**src/rtl/spi_fifo_pkg.sv**
```systemverilog
`timescale 1ns/1ps
package spi_fifo_pkg;

    localparam int CTRL_DIV_W = 4;

    typedef enum logic [1:0] {
        ENG_IDLE  = 2'd0,
        ENG_LEAD  = 2'd1,
        ENG_TRAIL = 2'd2
    } eng_state_t;

    typedef enum logic [1:0] {
        IRQ_ENG_IDLE = 2'b00,
        IRQ_RESERVED = 2'b01,
        IRQ_TX_EMPTY = 2'b10,
        IRQ_TX_LOW   = 2'b11
    } irq_mode_t;

    typedef struct packed {
        logic                  irq_en;
        irq_mode_t             irq_mode;
        logic [CTRL_DIV_W-1:0] div;
        logic                  cs_on;
        logic                  cpha;
        logic                  cpol;
        logic                  en;
    } ctrl_t;

    localparam int CTRL_W     = $bits(ctrl_t);
    localparam int ST_BUSY    = 16;
    localparam int ST_TX_EMPT = 17;
    localparam int ST_TX_HALF = 18;
    localparam int ST_TX_FULL = 19;
    localparam int ST_RX_AVL  = 20;
    localparam int ST_RX_FULL = 21;
    localparam int ST_LOG2_LO = 24;
    localparam int ST_LOG2_W  = 4;

endpackage

```
**src/rtl/spi_word_fifo.sv**
```systemverilog
`timescale 1ns/1ps
module spi_word_fifo #(
    parameter int WIDTH = 8,
    parameter int DEPTH = 4
) (
    input  logic                           clk,
    input  logic                           rst_n,
    input  logic                           push,
    input  logic [WIDTH-1:0]               wdata,
    input  logic                           pop,
    output logic [WIDTH-1:0]               rdata,
    output logic [$clog2(DEPTH+1)-1:0]     count,
    output logic                           empty,
    output logic                           full
);
    localparam int PTR_W = (DEPTH > 1) ? $clog2(DEPTH) : 1;
    localparam int CNT_W = $clog2(DEPTH + 1);

    logic [WIDTH-1:0] mem_q [DEPTH];
    logic [PTR_W-1:0] wr_ptr_q, rd_ptr_q;
    logic [CNT_W-1:0] cnt_q;
    logic             do_push, do_pop;

    function automatic logic [PTR_W-1:0] ptr_next(input logic [PTR_W-1:0] p);
        return (p == PTR_W'(DEPTH - 1)) ? '0 : p + 1'b1;
    endfunction

    assign empty   = (cnt_q == '0);
    assign full    = (cnt_q == CNT_W'(DEPTH));
    assign do_push = push && !full;
    assign do_pop  = pop && !empty;
    assign rdata   = mem_q[rd_ptr_q];
    assign count   = cnt_q;

    always_ff @(posedge clk or negedge rst_n) begin
        if (!rst_n) begin
            wr_ptr_q <= '0;
            rd_ptr_q <= '0;
            cnt_q    <= '0;
        end else begin
            if (do_push) wr_ptr_q <= ptr_next(wr_ptr_q);
            if (do_pop)  rd_ptr_q <= ptr_next(rd_ptr_q);
            unique case ({do_push, do_pop})
                2'b10:   cnt_q <= cnt_q + 1'b1;
                2'b01:   cnt_q <= cnt_q - 1'b1;
                default: cnt_q <= cnt_q;
            endcase
        end
    end

    always_ff @(posedge clk) begin
        if (do_push) mem_q[wr_ptr_q] <= wdata;
    end

    // a push into a full queue leaves the queue untouched
    a_r6_full_push_dropped: assert property (@(posedge clk) disable iff (!rst_n)
        (full && push && !pop) |=> ($stable(cnt_q) && $stable(wr_ptr_q)));

    // occupancy never exceeds the depth
    a_r8_count_bounded: assert property (@(posedge clk) disable iff (!rst_n)
        cnt_q <= CNT_W'(DEPTH));

endmodule

```
**src/rtl/spi_shift_engine.sv**
```systemverilog
`timescale 1ns/1ps
module spi_shift_engine
    import spi_fifo_pkg::*;
#(
    parameter int DATA_W = 8,
    parameter int DIV_W  = CTRL_DIV_W
) (
    input  logic              clk,
    input  logic              rst_n,
    input  logic              cpol,
    input  logic              cpha,
    input  logic [DIV_W-1:0]  div,
    input  logic              start,
    input  logic [DATA_W-1:0] tx_word,
    input  logic              miso,
    output logic              sclk,
    output logic              mosi,
    output logic              busy,
    output logic              done,
    output logic [DATA_W-1:0] rx_word
);
    localparam int BIT_W = (DATA_W > 1) ? $clog2(DATA_W) : 1;

    eng_state_t        state_q, state_d;
    logic [DIV_W-1:0]  tick_q;
    logic [BIT_W-1:0]  bit_q;
    logic [DATA_W-1:0] shreg_q;
    logic              samp_q;
    logic              half_end, last_bit;

    assign half_end = (tick_q == div);
    assign last_bit = (bit_q == BIT_W'(DATA_W - 1));

    // state register
    always_ff @(posedge clk or negedge rst_n) begin
        if (!rst_n) state_q <= ENG_IDLE;
        else        state_q <= state_d;
    end

    // transitions
    always_comb begin
        state_d = state_q;
        unique case (state_q)
            ENG_IDLE:  if (start)    state_d = ENG_LEAD;
            ENG_LEAD:  if (half_end) state_d = ENG_TRAIL;
            ENG_TRAIL: if (half_end) state_d = last_bit ? ENG_IDLE : ENG_LEAD;
            default:                 state_d = ENG_IDLE;
        endcase
    end

    // datapath: half-bit timer, bit counter, shift register
    always_ff @(posedge clk or negedge rst_n) begin
        if (!rst_n) begin
            tick_q  <= '0;
            bit_q   <= '0;
            shreg_q <= '0;
            samp_q  <= 1'b0;
        end else begin
            unique case (state_q)
                ENG_IDLE: begin
                    if (start) begin
                        shreg_q <= tx_word;
                        tick_q  <= '0;
                        bit_q   <= '0;
                    end
                end
                ENG_LEAD: begin
                    if (half_end) begin
                        samp_q <= miso;
                        tick_q <= '0;
                    end else begin
                        tick_q <= tick_q + 1'b1;
                    end
                end
                ENG_TRAIL: begin
                    if (half_end) begin
                        shreg_q <= {shreg_q[DATA_W-2:0], samp_q};
                        bit_q   <= bit_q + 1'b1;
                        tick_q  <= '0;
                    end else begin
                        tick_q <= tick_q + 1'b1;
                    end
                end
                default: tick_q <= '0;
            endcase
        end
    end

    // outputs
    always_comb begin
        busy    = (state_q != ENG_IDLE);
        done    = (state_q == ENG_TRAIL) && half_end && last_bit;
        mosi    = busy ? shreg_q[DATA_W-1] : 1'b0;
        rx_word = {shreg_q[DATA_W-2:0], samp_q};
        if (!busy)     sclk = cpol;
        else if (cpha) sclk = cpol ^ (state_q == ENG_LEAD);
        else           sclk = cpol ^ (state_q == ENG_TRAIL);
    end

    // an accepted start makes the engine active on the next cycle
    a_r2_start_goes_active: assert property (@(posedge clk) disable iff (!rst_n)
        (start && !busy) |=> busy);

    // the finishing pulse always returns the engine to idle
    a_r2_done_to_idle: assert property (@(posedge clk) disable iff (!rst_n)
        done |=> !busy);

endmodule

```
**src/rtl/spi_fifo_host.sv**
```systemverilog
`timescale 1ns/1ps
module spi_fifo_host
    import spi_fifo_pkg::*;
#(
    parameter int FIFO_DEPTH = 0,
    parameter int DATA_W     = 8
) (
    input  logic        clk,
    input  logic        rst_n,
    input  logic        bus_we,
    input  logic        bus_re,
    input  logic        bus_addr,
    input  logic [31:0] bus_wdata,
    output logic [31:0] bus_rdata,
    output logic        spi_sclk,
    output logic        spi_mosi,
    input  logic        spi_miso,
    output logic        spi_cs_n,
    output logic        irq
);
    localparam bit HAS_FIFO   = (FIFO_DEPTH > 0);
    localparam int LOG2_DEPTH = HAS_FIFO ? $clog2(FIFO_DEPTH) : 0;

    ctrl_t             ctrl_q, ctrl_new;
    logic              ctrl_wr, data_wr, data_rd;
    logic              eng_start, eng_busy, eng_done;
    logic [DATA_W-1:0] eng_tx, eng_rx;
    logic              tx_avail, tx_empty, tx_half, tx_full, tx_low;
    logic              rx_avail, rx_full;
    logic [DATA_W-1:0] rx_head;
    logic              busy, irq_cond;
    logic [31:CTRL_W]  unused_wdata_hi;

    assign unused_wdata_hi = bus_wdata[31:CTRL_W];
    assign ctrl_wr = bus_we && !bus_addr;
    assign data_wr = bus_we && bus_addr;
    assign data_rd = bus_re && bus_addr;

    // control word, with the mode fallback when no queue exists
    always_comb begin
        ctrl_new = ctrl_t'(bus_wdata[CTRL_W-1:0]);
        if (!HAS_FIFO && ctrl_new.irq_mode[1]) ctrl_new.irq_mode = IRQ_ENG_IDLE;
    end

    always_ff @(posedge clk or negedge rst_n) begin
        if (!rst_n)       ctrl_q <= '0;
        else if (ctrl_wr) ctrl_q <= ctrl_new;
    end

    assign eng_start = ctrl_q.en && !eng_busy && tx_avail;

    spi_shift_engine #(.DATA_W(DATA_W), .DIV_W(CTRL_DIV_W)) u_engine (
        .clk     (clk),
        .rst_n   (rst_n),
        .cpol    (ctrl_q.cpol),
        .cpha    (ctrl_q.cpha),
        .div     (ctrl_q.div),
        .start   (eng_start),
        .tx_word (eng_tx),
        .miso    (spi_miso),
        .sclk    (spi_sclk),
        .mosi    (spi_mosi),
        .busy    (eng_busy),
        .done    (eng_done),
        .rx_word (eng_rx)
    );

    generate
        if (HAS_FIFO) begin : g_queue
            localparam int CNT_W = $clog2(FIFO_DEPTH + 1);
            localparam int HALF  = FIFO_DEPTH / 2;
            logic [CNT_W-1:0] tx_count;
            logic [CNT_W-1:0] unused_rx_count;

            spi_word_fifo #(.WIDTH(DATA_W), .DEPTH(FIFO_DEPTH)) u_tx_fifo (
                .clk   (clk),
                .rst_n (rst_n),
                .push  (data_wr),
                .wdata (bus_wdata[DATA_W-1:0]),
                .pop   (eng_start),
                .rdata (eng_tx),
                .count (tx_count),
                .empty (tx_empty),
                .full  (tx_full)
            );

            logic rx_empty;
            spi_word_fifo #(.WIDTH(DATA_W), .DEPTH(FIFO_DEPTH)) u_rx_fifo (
                .clk   (clk),
                .rst_n (rst_n),
                .push  (eng_done),
                .wdata (eng_rx),
                .pop   (data_rd),
                .rdata (rx_head),
                .count (unused_rx_count),
                .empty (rx_empty),
                .full  (rx_full)
            );

            assign rx_avail = !rx_empty;
            assign tx_avail = !tx_empty;
            assign tx_half  = (tx_count >= CNT_W'(HALF));
            assign tx_low   = (tx_count <  CNT_W'(HALF));
            assign busy     = eng_busy || !tx_empty;

            // queued data with an idle, enabled engine starts a transfer next cycle
            a_r5_queue_feeds_engine: assert property (@(posedge clk) disable iff (!rst_n)
                (ctrl_q.en && !tx_empty && !eng_busy) |=> eng_busy);
        end else begin : g_direct
            logic              hold_vld_q;
            logic [DATA_W-1:0] hold_q;

            always_ff @(posedge clk or negedge rst_n) begin
                if (!rst_n) begin
                    hold_vld_q <= 1'b0;
                    hold_q     <= '0;
                end else if (eng_done) begin
                    hold_vld_q <= 1'b1;
                    hold_q     <= eng_rx;
                end else if (data_rd) begin
                    hold_vld_q <= 1'b0;
                end
            end

            assign eng_tx   = bus_wdata[DATA_W-1:0];
            assign tx_avail = data_wr;
            assign tx_empty = 1'b1;
            assign tx_half  = 1'b0;
            assign tx_full  = eng_busy;
            assign tx_low   = 1'b0;
            assign rx_avail = hold_vld_q;
            assign rx_full  = hold_vld_q;
            assign rx_head  = hold_q;
            assign busy     = eng_busy;

            // without a queue the stored mode never selects a queue condition
            a_r11_mode_fallback: assert property (@(posedge clk) disable iff (!rst_n)
                !ctrl_q.irq_mode[1]);
        end
    endgenerate

    always_comb begin
        unique case (ctrl_q.irq_mode)
            IRQ_TX_EMPTY: irq_cond = tx_empty;
            IRQ_TX_LOW:   irq_cond = tx_low;
            default:      irq_cond = !eng_busy;
        endcase
    end

    assign irq      = ctrl_q.irq_en && irq_cond;
    assign spi_cs_n = !ctrl_q.cs_on;

    always_comb begin
        bus_rdata = '0;
        if (bus_addr) begin
            if (rx_avail) bus_rdata[DATA_W-1:0] = rx_head;
        end else begin
            bus_rdata[CTRL_W-1:0] = ctrl_q;
            bus_rdata[ST_BUSY]    = busy;
            bus_rdata[ST_TX_EMPT] = tx_empty;
            bus_rdata[ST_TX_HALF] = tx_half;
            bus_rdata[ST_TX_FULL] = tx_full;
            bus_rdata[ST_RX_AVL]  = rx_avail;
            bus_rdata[ST_RX_FULL] = rx_full;
            bus_rdata[ST_LOG2_LO +: ST_LOG2_W] = ST_LOG2_W'(LOG2_DEPTH);
        end
    end

    // chip select moves only on a control write
    a_r12_cs_software_only: assert property (@(posedge clk) disable iff (!rst_n)
        !ctrl_wr |=> $stable(spi_cs_n));

    // a disabled block never launches the engine
    a_r13_disabled_no_start: assert property (@(posedge clk) disable iff (!rst_n)
        (!ctrl_q.en && !eng_busy) |=> !eng_busy);

endmodule

```
**config.mk**
```make
export PLATFORM = sky130hd
export DESIGN_NAME = spi_fifo_host
export DESIGN_NICKNAME = d
export VERILOG_FILES = /design/src/rtl/spi_fifo_pkg.sv /design/src/rtl/spi_word_fifo.sv /design/src/rtl/spi_shift_engine.sv /design/src/rtl/spi_fifo_host.sv
export SDC_FILE = /design/constraint.sdc
export NUM_CORES = 1
export LEC_CHECK = 0
export ABC_AREA = 1
export BUFFER_PORTS_ARGS = -buffer_cell sky130_fd_sc_hd__buf_2
export CORE_UTILIZATION = 50
export CTS_CLUSTER_SIZE = 16
export DETAILED_ROUTE_END_ITERATION = 7
export GPL_ROUTABILITY_DRIVEN = 0
export GPL_TIMING_DRIVEN = 0
export PLACE_DENSITY = 0.8
export SKIP_LAST_GASP = 1
export SLEW_MARGIN = 20
export SYNTH_ARGS = -nofsm -noshare
export SYNTH_HDL_FRONTEND = slang
export SYNTH_SLANG_ARGS = --single-unit
```
**constraint.sdc**
```tcl
create_clock -name clk -period 2.1 [get_ports clk]
set_input_delay 0.42 -clock clk [delete_from_list [all_inputs] [get_ports clk]]
set_output_delay 0.42 -clock clk [all_outputs]
set_load 0.02 [all_outputs]
```
After elaboration in Yosys (flattened, before gate mapping)
Cells that the tools add are included.

word-level totals
  output and inout bits = 36
  logic and storage cells = 71
  bits of input ports = 38
  register bits = 38

cells by class
  equal/unequal tests = 9
  muxes and demuxes = 25
  add/sub/neg operators = 2
  reduce and logical (&&, ||, !) cells = 19
  bitwise gates (word level) = 2

operators by type and width
  kind                                                             number
  8-bit two-way mux                                                4
  8-bit case mux with 2 select lines                               1
  3-bit two-way mux                                                3
  1-bit logical AND                                                8
  4-bit two-way mux                                                2
  4-bit case mux with 2 select lines                               1
  1-bit two-way mux                                                7
  2-bit == test, second input constant                             3
  2-bit two-way mux                                                3
  6-bit two-way mux                                                1
  2-bit case mux with 3 select lines                               1
  3-bit case mux with 2 select lines                               1
  3-bit AND reduction                                              2
  2-bit nonzero test                                               3
  4-bit by 1-bit adder with 4-bit output, second input constant    1
  4-bit == test                                                    1
  2-bit by 1-bit != test with 1-bit output, second input constant  2
  3-bit by 1-bit adder with 3-bit output, second input constant    1
  3-bit == test, second input constant                             1
  1-bit zero test                                                  3
  2-bit by 1-bit == test with 1-bit output, second input constant  1
  2-bit zero test                                                  1
  2-bit != test, second input constant                             1
  1-bit case mux with 2 select lines                               1
  other kinds (3)                                                  4

Logic depth before layout (Yosys ltp)
Gate-level depths: netlist (run 1).

  word-level depth = 6
  depth in mapped cells = 10
  gate-level depth less buffers = 10

Modules after synthesis
A second synthesis (run 1) with hierarchy kept.

unflattened totals
  cell total of the unflattened synthesis = 302
  area, all modules = 2257.2 µm²

modules (own cells, without submodules)
  module            seq. area each (µm²)  cells each  times used  area an instance (µm²)
  spi_shift_engine  450.4                 170         1           1213.7
  spi_fifo_host     475.5                 132         1           1043.5

Worst setup path before layout (run 1)
No wires, ideal clock.

  kind = register to output
  start point = register u_engine.state_q[0]
  end point = output spi_sclk
  stages on the path, launching flop included = 7
  buffers on the path = 1
  setup slack = 241 ps
  required time = 1680 ps
  data arrival time = 1439 ps
  cell sequence = dfrtp_1 > inv_1 > ha_1 > clkbuf_1 > o21ai_0 > xor2_1 > inv_1

between the ends
  word-level cells in the longest chain between the ends = 4
  elaborated cells between the ends (all ways) = 7
  classes of those cells = eq/ne: 2; mux: 2; bitwise: 2; reduce/logical: 1

RTL lines
  item                                                                       RTL line                                        RTL
  start: declaration                                                         spi_shift_engine.sv:24                          eng_state_t state_q, state_d;
  start signal: assignment                                                   spi_shift_engine.sv:37                          else state_q <= state_d;
  2-bit == test or 2-bit by 1-bit == test with 1-bit output (tied branches)  spi_shift_engine.sv:97, spi_shift_engine.sv:96
  1-bit bitwise XOR (on tied branches)                                       spi_shift_engine.sv:97, spi_shift_engine.sv:96
  1-bit two-way mux                                                          spi_shift_engine.sv:96                          else if (cpha) sclk = cpol ^ (state_q == ENG_LEAD);
  1-bit two-way mux *                                                        spi_shift_engine.sv:95                          if (!busy) sclk = cpol;
  end: declaration                                                           spi_fifo_host.sv:15                             output logic spi_sclk,

Mark *: on every way between the ends. The rest lies on a longest branch, timed or not.

Final worst setup path (run 1)
  start point = register u_engine.state_q[1]
  end point = output spi_sclk

Same word-level chain as after synthesis.

==> results by group, run 1 <==
Clocking
  – CTS tree: done
  – Clk root buf: clkbuf_8
  – Clk buf depth: 2
  – Clk sinks: 37
  – Num CTS Buffers: 5
  – Clock Pin Slew Worst Setup and Hold Paths: 70 ps
  – Skew-Pair Late Insertion Delay: around 300 ps
  – H-tree depth: 2

Place
  – Buffers on Ports: 35
  – HPWL after detailed placement: roughly 3500 um
  – Post-Place Cells: around 390
  – Pre-CTS setup slack: -17.5 ps

Logic synthesis
  – Synthesis-stage register bit count: 37
  – Area leader, netlist: dfrtp_1
  – Synthesized area: between 2000 and 2500 um2
  – Distinct cell type count after synthesis: 23
  – Register area share after synthesis: 42.7%
  – Synth top area cells: dfrtp_1 (43%), nand2_1 (17%), buf_4 (6.6%)
  – Number of flops mapped to enable cells by yosys: 0
  – Top cell type's share of synthesized area: a little over two fifths
  – Post-synth ARST share: between 90% and 100%
  – Post-Synthesis Cells: 285
  – YS warnings: 0
  – Syn_area_per_cell: about 7.6 um2
  – Prevailing post-synth register cell: dfrtp_1

Global route
  – GR Overflow Total: 0
  – Largest net degree at the start of global routing: 38
  – Global-route wire length before repair: ~7400 um
  – GR Util All Layers: 22.2%
  – Vias in the first global route: 1618
  – Initial antenna violation count: 0

Timing
  – Max_slew headroom: 43.4%
  – RSZ-0062 raised after global routing: false
  – Final min period: 2030 ps
  – Final Hold Fails: 0
  – Setup tns final: 0 ps
  – Fin worst setup slack: approximately 66 ps
  – Final setup viols: 0
  – Final Cycle Share: a little over nine tenths
  – Hold_ws: 224 ps
  – Worst Tran Pin Value: between 800 and 900 ps
  – Worst Skew: around 3.4 ps
  – Max frequency: 0.492 GHz
  – Slew Limit Fails: 0

Drt
  – Antenna viol nets, final: 0
  – Routed wire per std cell: ~12 um
  – DR iter-0 viols: 132
  – DRC violations left: 0
  – Vias/cell: ~4.8
  – WL final: 4770 um
  – Drt pass-1 iters: 4
  – Total number of vias: 1900

Final layout
  – Register Area: roughly 900 um2
  – Layout net count: 391
  – # diodes: 0
  – Area of the multi-input gates: between 900 and 1000 um2
  – Area Overhead vs Synth: 20.8%
  – Fill cells: about 380
  – Fraction of layout cells with a size suffix above 1: 25.4%
  – Post-route non-filler standard cell count: roughly 400

Outcome
  – Run status: finished, final reports clean

Critical path
  – Worst path slowest cell: dfrtp_1
  – Critical path, cell by cell: ha_2 -> buf_4 -> o21ai_2 -> xor2_1 -> inv_1 -> buf_2
  – Worst Path Required: around 1700 ps
  – Startpoint Class: flop
  – Setup crit end kind: output pin
  – Crit-path max FO: 10
  – Worst path arrival time: 1610 ps
  – Critical path class: reg2out
  – Bufs and invs on worst path: 3
  – Top delay family on crit path: flip-flops
  – Max stage delay on crit path: ~420 ps

Power and ir drop
  – Worst vdd rail ir drop: just over 0.6 mV
  – PD cells: between 1000 and 1500 nW/um2
  – Overall power consumption: approximately 2900 uW
  – Leak pwr: around 0.0015 uW

Job
  – Max Cap Violations: 0

Die
  – Die area: around 4600 um2
  – Die W: between 60 and 70 um
  – Starting Density: between 50 and 60%
  – Row cnt: 23
  – Boundary pin count: between 70 and 80
  – Core area: 4090 um2
  – Die height: 67.9 um

Hold path
  – Hold Crit Class: in2async
[worst paths after layout]
| path | from | to | slack, ps | cells past startpoint |
|---|---|---|---|---|
| worst max-delay path | u_engine.state_q[1] | spi_sclk | 70 | 6 |
| worst min-delay path | rst_n | u_engine.shreg_q[7] | 220 | 1 |
| worst max register to register | u_engine.state_q[1] | u_engine.shreg_q[2] | 540 | 6 |
| worst min register to register | g_direct.hold_q[2] | g_direct.hold_q[2] | 470 | 2 |
| max in group asynchronous | rst_n | ctrl_q[7] | 1350 | 1 |
| min in group clk | bus_wdata[10] | ctrl_q[10] | 330 | 3 |
[placed cells by master, fill, tap and decap left out, drive strengths merged]
master and count:
nand2 104, buf 62, dfrtp 37, inv 36, o21ai 27, nand3 23
conb 17, clkbuf 11, nor2 10, ha 8, xor2 3, nand4 2
o22ai 2, a21oi 2, nand3b 1, bufinv 1
[routing by layer]
| metal | up-vias | global-route usage, % | share of wire (%) |
|---|---|---|---|
| met5 | - | 0 | 0 |
| met1 | 867 | 29.6 | 44 |
| li1 | 965 | - | - |
| met3 | 6 | 4.67 | 7.7 |
| met2 | 62 | 35.8 | 47 |
| met4 | 0 | 7.81 | 0.88 |
[cell type report]
cell class	count	share of cell area, %
repair buffers	38	7.54
clock buffers	7	3.29
inverters	36	5.15
plain buffers	28	7.54
clock inverters	1	1.15
flip-flops and latches	37	35.3
multi-input cells	199	37.6
well taps	50	2.39
[cells in the mapped netlist (2+ instances only)]
cell,number
nand3_1,22
inv_1,33
xor2_1,3
inv_2,3
nor2_1,7
nand2_1,99
nor2_4,2
a21oi_1,2
ha_1,8
buf_6,2
o22ai_1,2
o21ai_0,27
dfrtp_1,37
buf_4,19
nand4_1,2
clkbuf_1,6
buf_2,2
nand2_2,4
[sequential cells by signal, indices dropped and copies added, names as in the netlist]
name / count
ctrl_q: 10
g_direct.hold_q: 8
u_engine.shreg_q: 8
u_engine.tick_q: 4
u_engine.bit_q: 3
u_engine.state_q: 2
g_direct.hold_vld_q: 1
u_engine.samp_q: 1
[per-stage QoR]
stage	instance area, um2	util, %
finish	2620	64.2
CTS	2600	63.6
floorplan	2230	-
global placement	2470	60.4
detailed placement	2470	60.4
global route	2620	64.2
[power by group]
group          switching, uW  internal, uW  total, uW  leakage, uW
registers                131           865        996     0.000483
logic                    770           454       1220      0.00100
clock network            262           387        650    0.0000585
total                   1160          1710       2870      0.00155
[kinds of logic (layout without fill, tap and decap cells)]
| logic type | after synthesis | after routing | share of synthesized area [%] |
|---|---|---|---|
| flops | 37 | 37 | 42.7 |
| simple gates | 140 | 140 | 28.8 |
| other cells | 1 | 17 | 0.173 |
| xor+xnor | 3 | 3 | 1.21 |
| fa+ha+maj | 8 | 8 | 4.61 |
| buf+inv | 65 | 110 | 15.3 |
| compound gates | 31 | 31 | 7.26 |
[repair_timing]
item                                    CTS  global route
hold buffers                              0             0
resized for setup                         5             6
endpoints found under the setup margin    2             1
hold endpoints to repair                  0             0
buffers inserted                          1             2
No activity file was read; power rests on OpenSTA's default activity.
==> run 2: changes to the inputs <==
Clock period 2.1 ns to 2.3 ns, I/O delays scaled along.
==> run 2 against run 1 <==
  * Non-clock buffer count shrank 2
  * Largest cell class unchanged
  * Count of clock-buffer cells in the layout stayed put
  * Total power is 10% lower
  * Cell count decreased by 0.51%
  * Worst setup slack gained 40 ps
  * Routed wire length is 1.1% lower
  * First-iteration DRC count grew 5.3%
  * Utilization shrank 0.73 points
  * Sequential cell count unchanged
  * Sequential power is 8.9% lower
==> results by group, run 2 (synthesized netlist as in run 1, its figures left out) <==
Critical path
  – Bufs and invs on worst path: 4 (+1)
  – Worst path arrival time: 1730 ps (+120 ps)
  – Critical path class: reg2out
  – Critical path, cell by cell: inv_1 -> ha_1 -> clkbuf_2 -> o21ai_1 -> xor2_1 -> inv_1 -> buf_2
  – Crit Reg-Reg Startpoint: u_engine.state_q[1]
  – Crit-path max FO: 10 (unchanged)
  – Most frequent CP cell: inv_1
  – R2R setup slack: 730 ps (+190 ps)
  – Worst path slowest cell: dfrtp_1
  – Reg2reg path depth: 6 (unchanged)
  – Startpoint Class: flop
  – Max stage delay on crit path: 380 ps (-40 ps)
  – Setup crit end kind: output pin
  – Worst r2r dst: u_engine.shreg_q[2]
  – Top delay family on crit path: buffers and inverters
  – Worst Path Required: 1840 ps (+160 ps)

Final layout
  – # diodes: 0 (unchanged)
  – Post-route non-filler standard cell count: 394 (-0.51%)
  – Most common cell after layout, fill and taps aside: nand2_1
  – Fraction of layout cells with a size suffix above 1: 23.3% (-2.2 points)
  – Reg with most FFs: ctrl_q
  – Most frequent cells in the layout: nand2_1 (99), buf_2 (37), dfrtp_1 (37), inv_1 (33), o21ai_0 (26)
  – Area Overhead vs Synth: 19.4%
  – Layout net count: 389 (-0.51%)
  – Top flop regs: ctrl_q x10, g_direct.hold_q x8, u_engine.shreg_q x8
  – Number of flip-flops in the largest register: 10 (unchanged)
  – Fill cells: 382 (+1.3%)

Power and ir drop
  – Worst vdd rail ir drop: 0.599 mV (-3.2%)
  – Net switching power: 1040 uW (-10%)
  – Share of power burned in registers: 35.3% (+0.6 points)
  – Clock power frac: 23.0% (+0.4 points)
  – Leak pwr: 0.00154 uW (-0.48%)
  – PD cells: 991 nW/um2 (-9.4%)
  – Internal Power: 1530 uW (-11%)
  – Power share of the combinational group: 41.6% (-1.0 points)
  – Sw Share: 40.6% (+0.041 points)

Die
  – Die height: 67.9 um (unchanged)
  – Core area: 4090 um2 (unchanged)
  – Starting Density: 53.1% (unchanged)
  – Row cnt: 23 (unchanged)
  – Boundary pin count: 74 (unchanged)
  – Die W: 67.9 um (unchanged)
  – Die area: 4610 um2 (unchanged)

Timing
  – Final min period: ~2200 ps
  – Final Hold Fails: 0 (unchanged)
  – Max_slew headroom: 43.9% (+0.47 points)
  – Worst Skew: 4.69 ps (+1.30 ps)
  – RSZ-0062 raised after global routing: false
  – Max frequency: 0.456 GHz
  – Final Cycle Share: between 90% and 100%
  – Setup tns final: 0 ps (unchanged)
  – Final setup viols: 0 (unchanged)
  – Worst Tran Pin Value: 842 ps (-7.10 ps)
  – Slew Limit Fails: 0 (unchanged)

Drt
  – Vias/cell: 4.78 (-0.34%)
  – Routed wire per std cell: 12.0 um (-0.57%)
  – WL final: 4710 um (-1.1%)
  – Antenna viol nets, final: 0 (unchanged)
  – Total number of vias: 1884 (-0.84%)
  – DRC violations left: 0 (unchanged)
  – DR iter-0 viols: 139 (+5.3%)
  – Drt pass-1 iters: 4 (unchanged)

Global route
  – Initial antenna violation count: 0 (unchanged)
  – Global-route wire length before repair: 7410 um (about the same)
  – Largest net degree at the start of global routing: 38 (unchanged)
  – GR Overflow Total: 0 (unchanged)
  – GR Util All Layers: 22.2% (unchanged)
  – Vias in the first global route: 1614 (-0.25%)

Clocking
  – Clock Pin Slew Worst Setup and Hold Paths: 80 ps (about the same)
  – Num CTS Buffers: 5 (unchanged)
  – Clk sinks: 37 (unchanged)
  – Hold-fix buffers, CTS: 0 (unchanged)
  – Clk buf depth: 2 (unchanged)
  – Skew-Pair Late Insertion Delay: 290 ps (about the same)
  – Clk root buf: clkbuf_8
  – H-tree depth: 2 (unchanged)
  – CTS tree: done

Outcome
  – Run status: finished, final reports clean

Place
  – Buffers on Ports: 35 (unchanged)
  – HPWL after detailed placement: 3460 um (unchanged)
  – Post-Place Cells: 386 (unchanged)

Hold path
  – Hold Crit Class: in2async

Job
  – Max Cap Violations: 0 (unchanged)
-- run 2: power by group through the flow --
| stage | registers, uW | logic [uW] | clock network (uW) |
|---|---|---|---|
| after detailed placement | 925 | 1040 | 0 |
| final | 907 | 1070 | 592 |
| after CTS | 903 | 1070 | 596 |
| after global routing | 923 | 1200 | 624 |
| after global placement | 916 | 1010 | 0 |
| after floorplan | 887 | 794 | 0 |
-- run 2: per-stage QoR --
step                power, uW  cell area, um2  hold slack [ps]  setup WS [ps]  utilization, %
global placement         1930            2470              455            138            60.4
detailed placement       1970            2470              460            143            60.4
CTS                      2570            2590              291           67.4            63.4
finish                   2570            2590              261            105            63.4
global route             2750            2590              341           12.8            63.4
floorplan                1680            2230              164            401               -
-- run 2: repair_timing --
item	in CTS	in global routing
resized for setup	2	1
buffers inserted	1	0
hold endpoints to repair	0	0
endpoints found under the setup margin	1	1
-- run 2: worst max-delay path by stage --
stage / startpoint / end / slack [ps] / depth (start not counted)
2_1_floorplan: u_engine.state_q[0] / spi_sclk / 400 / 6
3_3_place_gp: u_engine.state_q[0] / spi_sclk / 140 / 7
3_5_place_dp: u_engine.state_q[0] / spi_sclk / 140 / 7
4_1_cts: u_engine.state_q[1] / spi_sclk / 70 / 7
5_1_grt: u_engine.state_q[0] / spi_sclk / 10 / 7
6_report: u_engine.state_q[0] / spi_sclk / 110 / 7
-- run 2: final cells by class --
type | instances | area [um2] | share of cell area [%]
multi-input combinational | 199 | 975 | 37.6
sequential | 37 | 926 | 35.7
buffer | 28 | 195 | 7.53
timing repair buffer | 36 | 183 | 7.05
inverter | 36 | 135 | 5.21
clock buffer | 7 | 86.3 | 3.33
tap | 50 | 62.6 | 2.41
clock inverter | 1 | 30.0 | 1.16
-- run 2: worst reg2reg max path: stages, from the launching register on --
cell and delay (ps):
dfrtp_1 410, inv_1 120, ha_2 310, nand2_2 210
buf_2 250, nand3_1 110, nand2_1 60
-- run 2: routing by layer --
metal | global-route usage (%) | routed length, um | vias up
li1 | - | - | 964
met1 | 29.6 | 2170 | 853
met2 | 35.8 | 2200 | 60
met3 | 4.67 | 287 | 7
met4 | 7.81 | 57 | 0
met5 | 0 | 0 | -
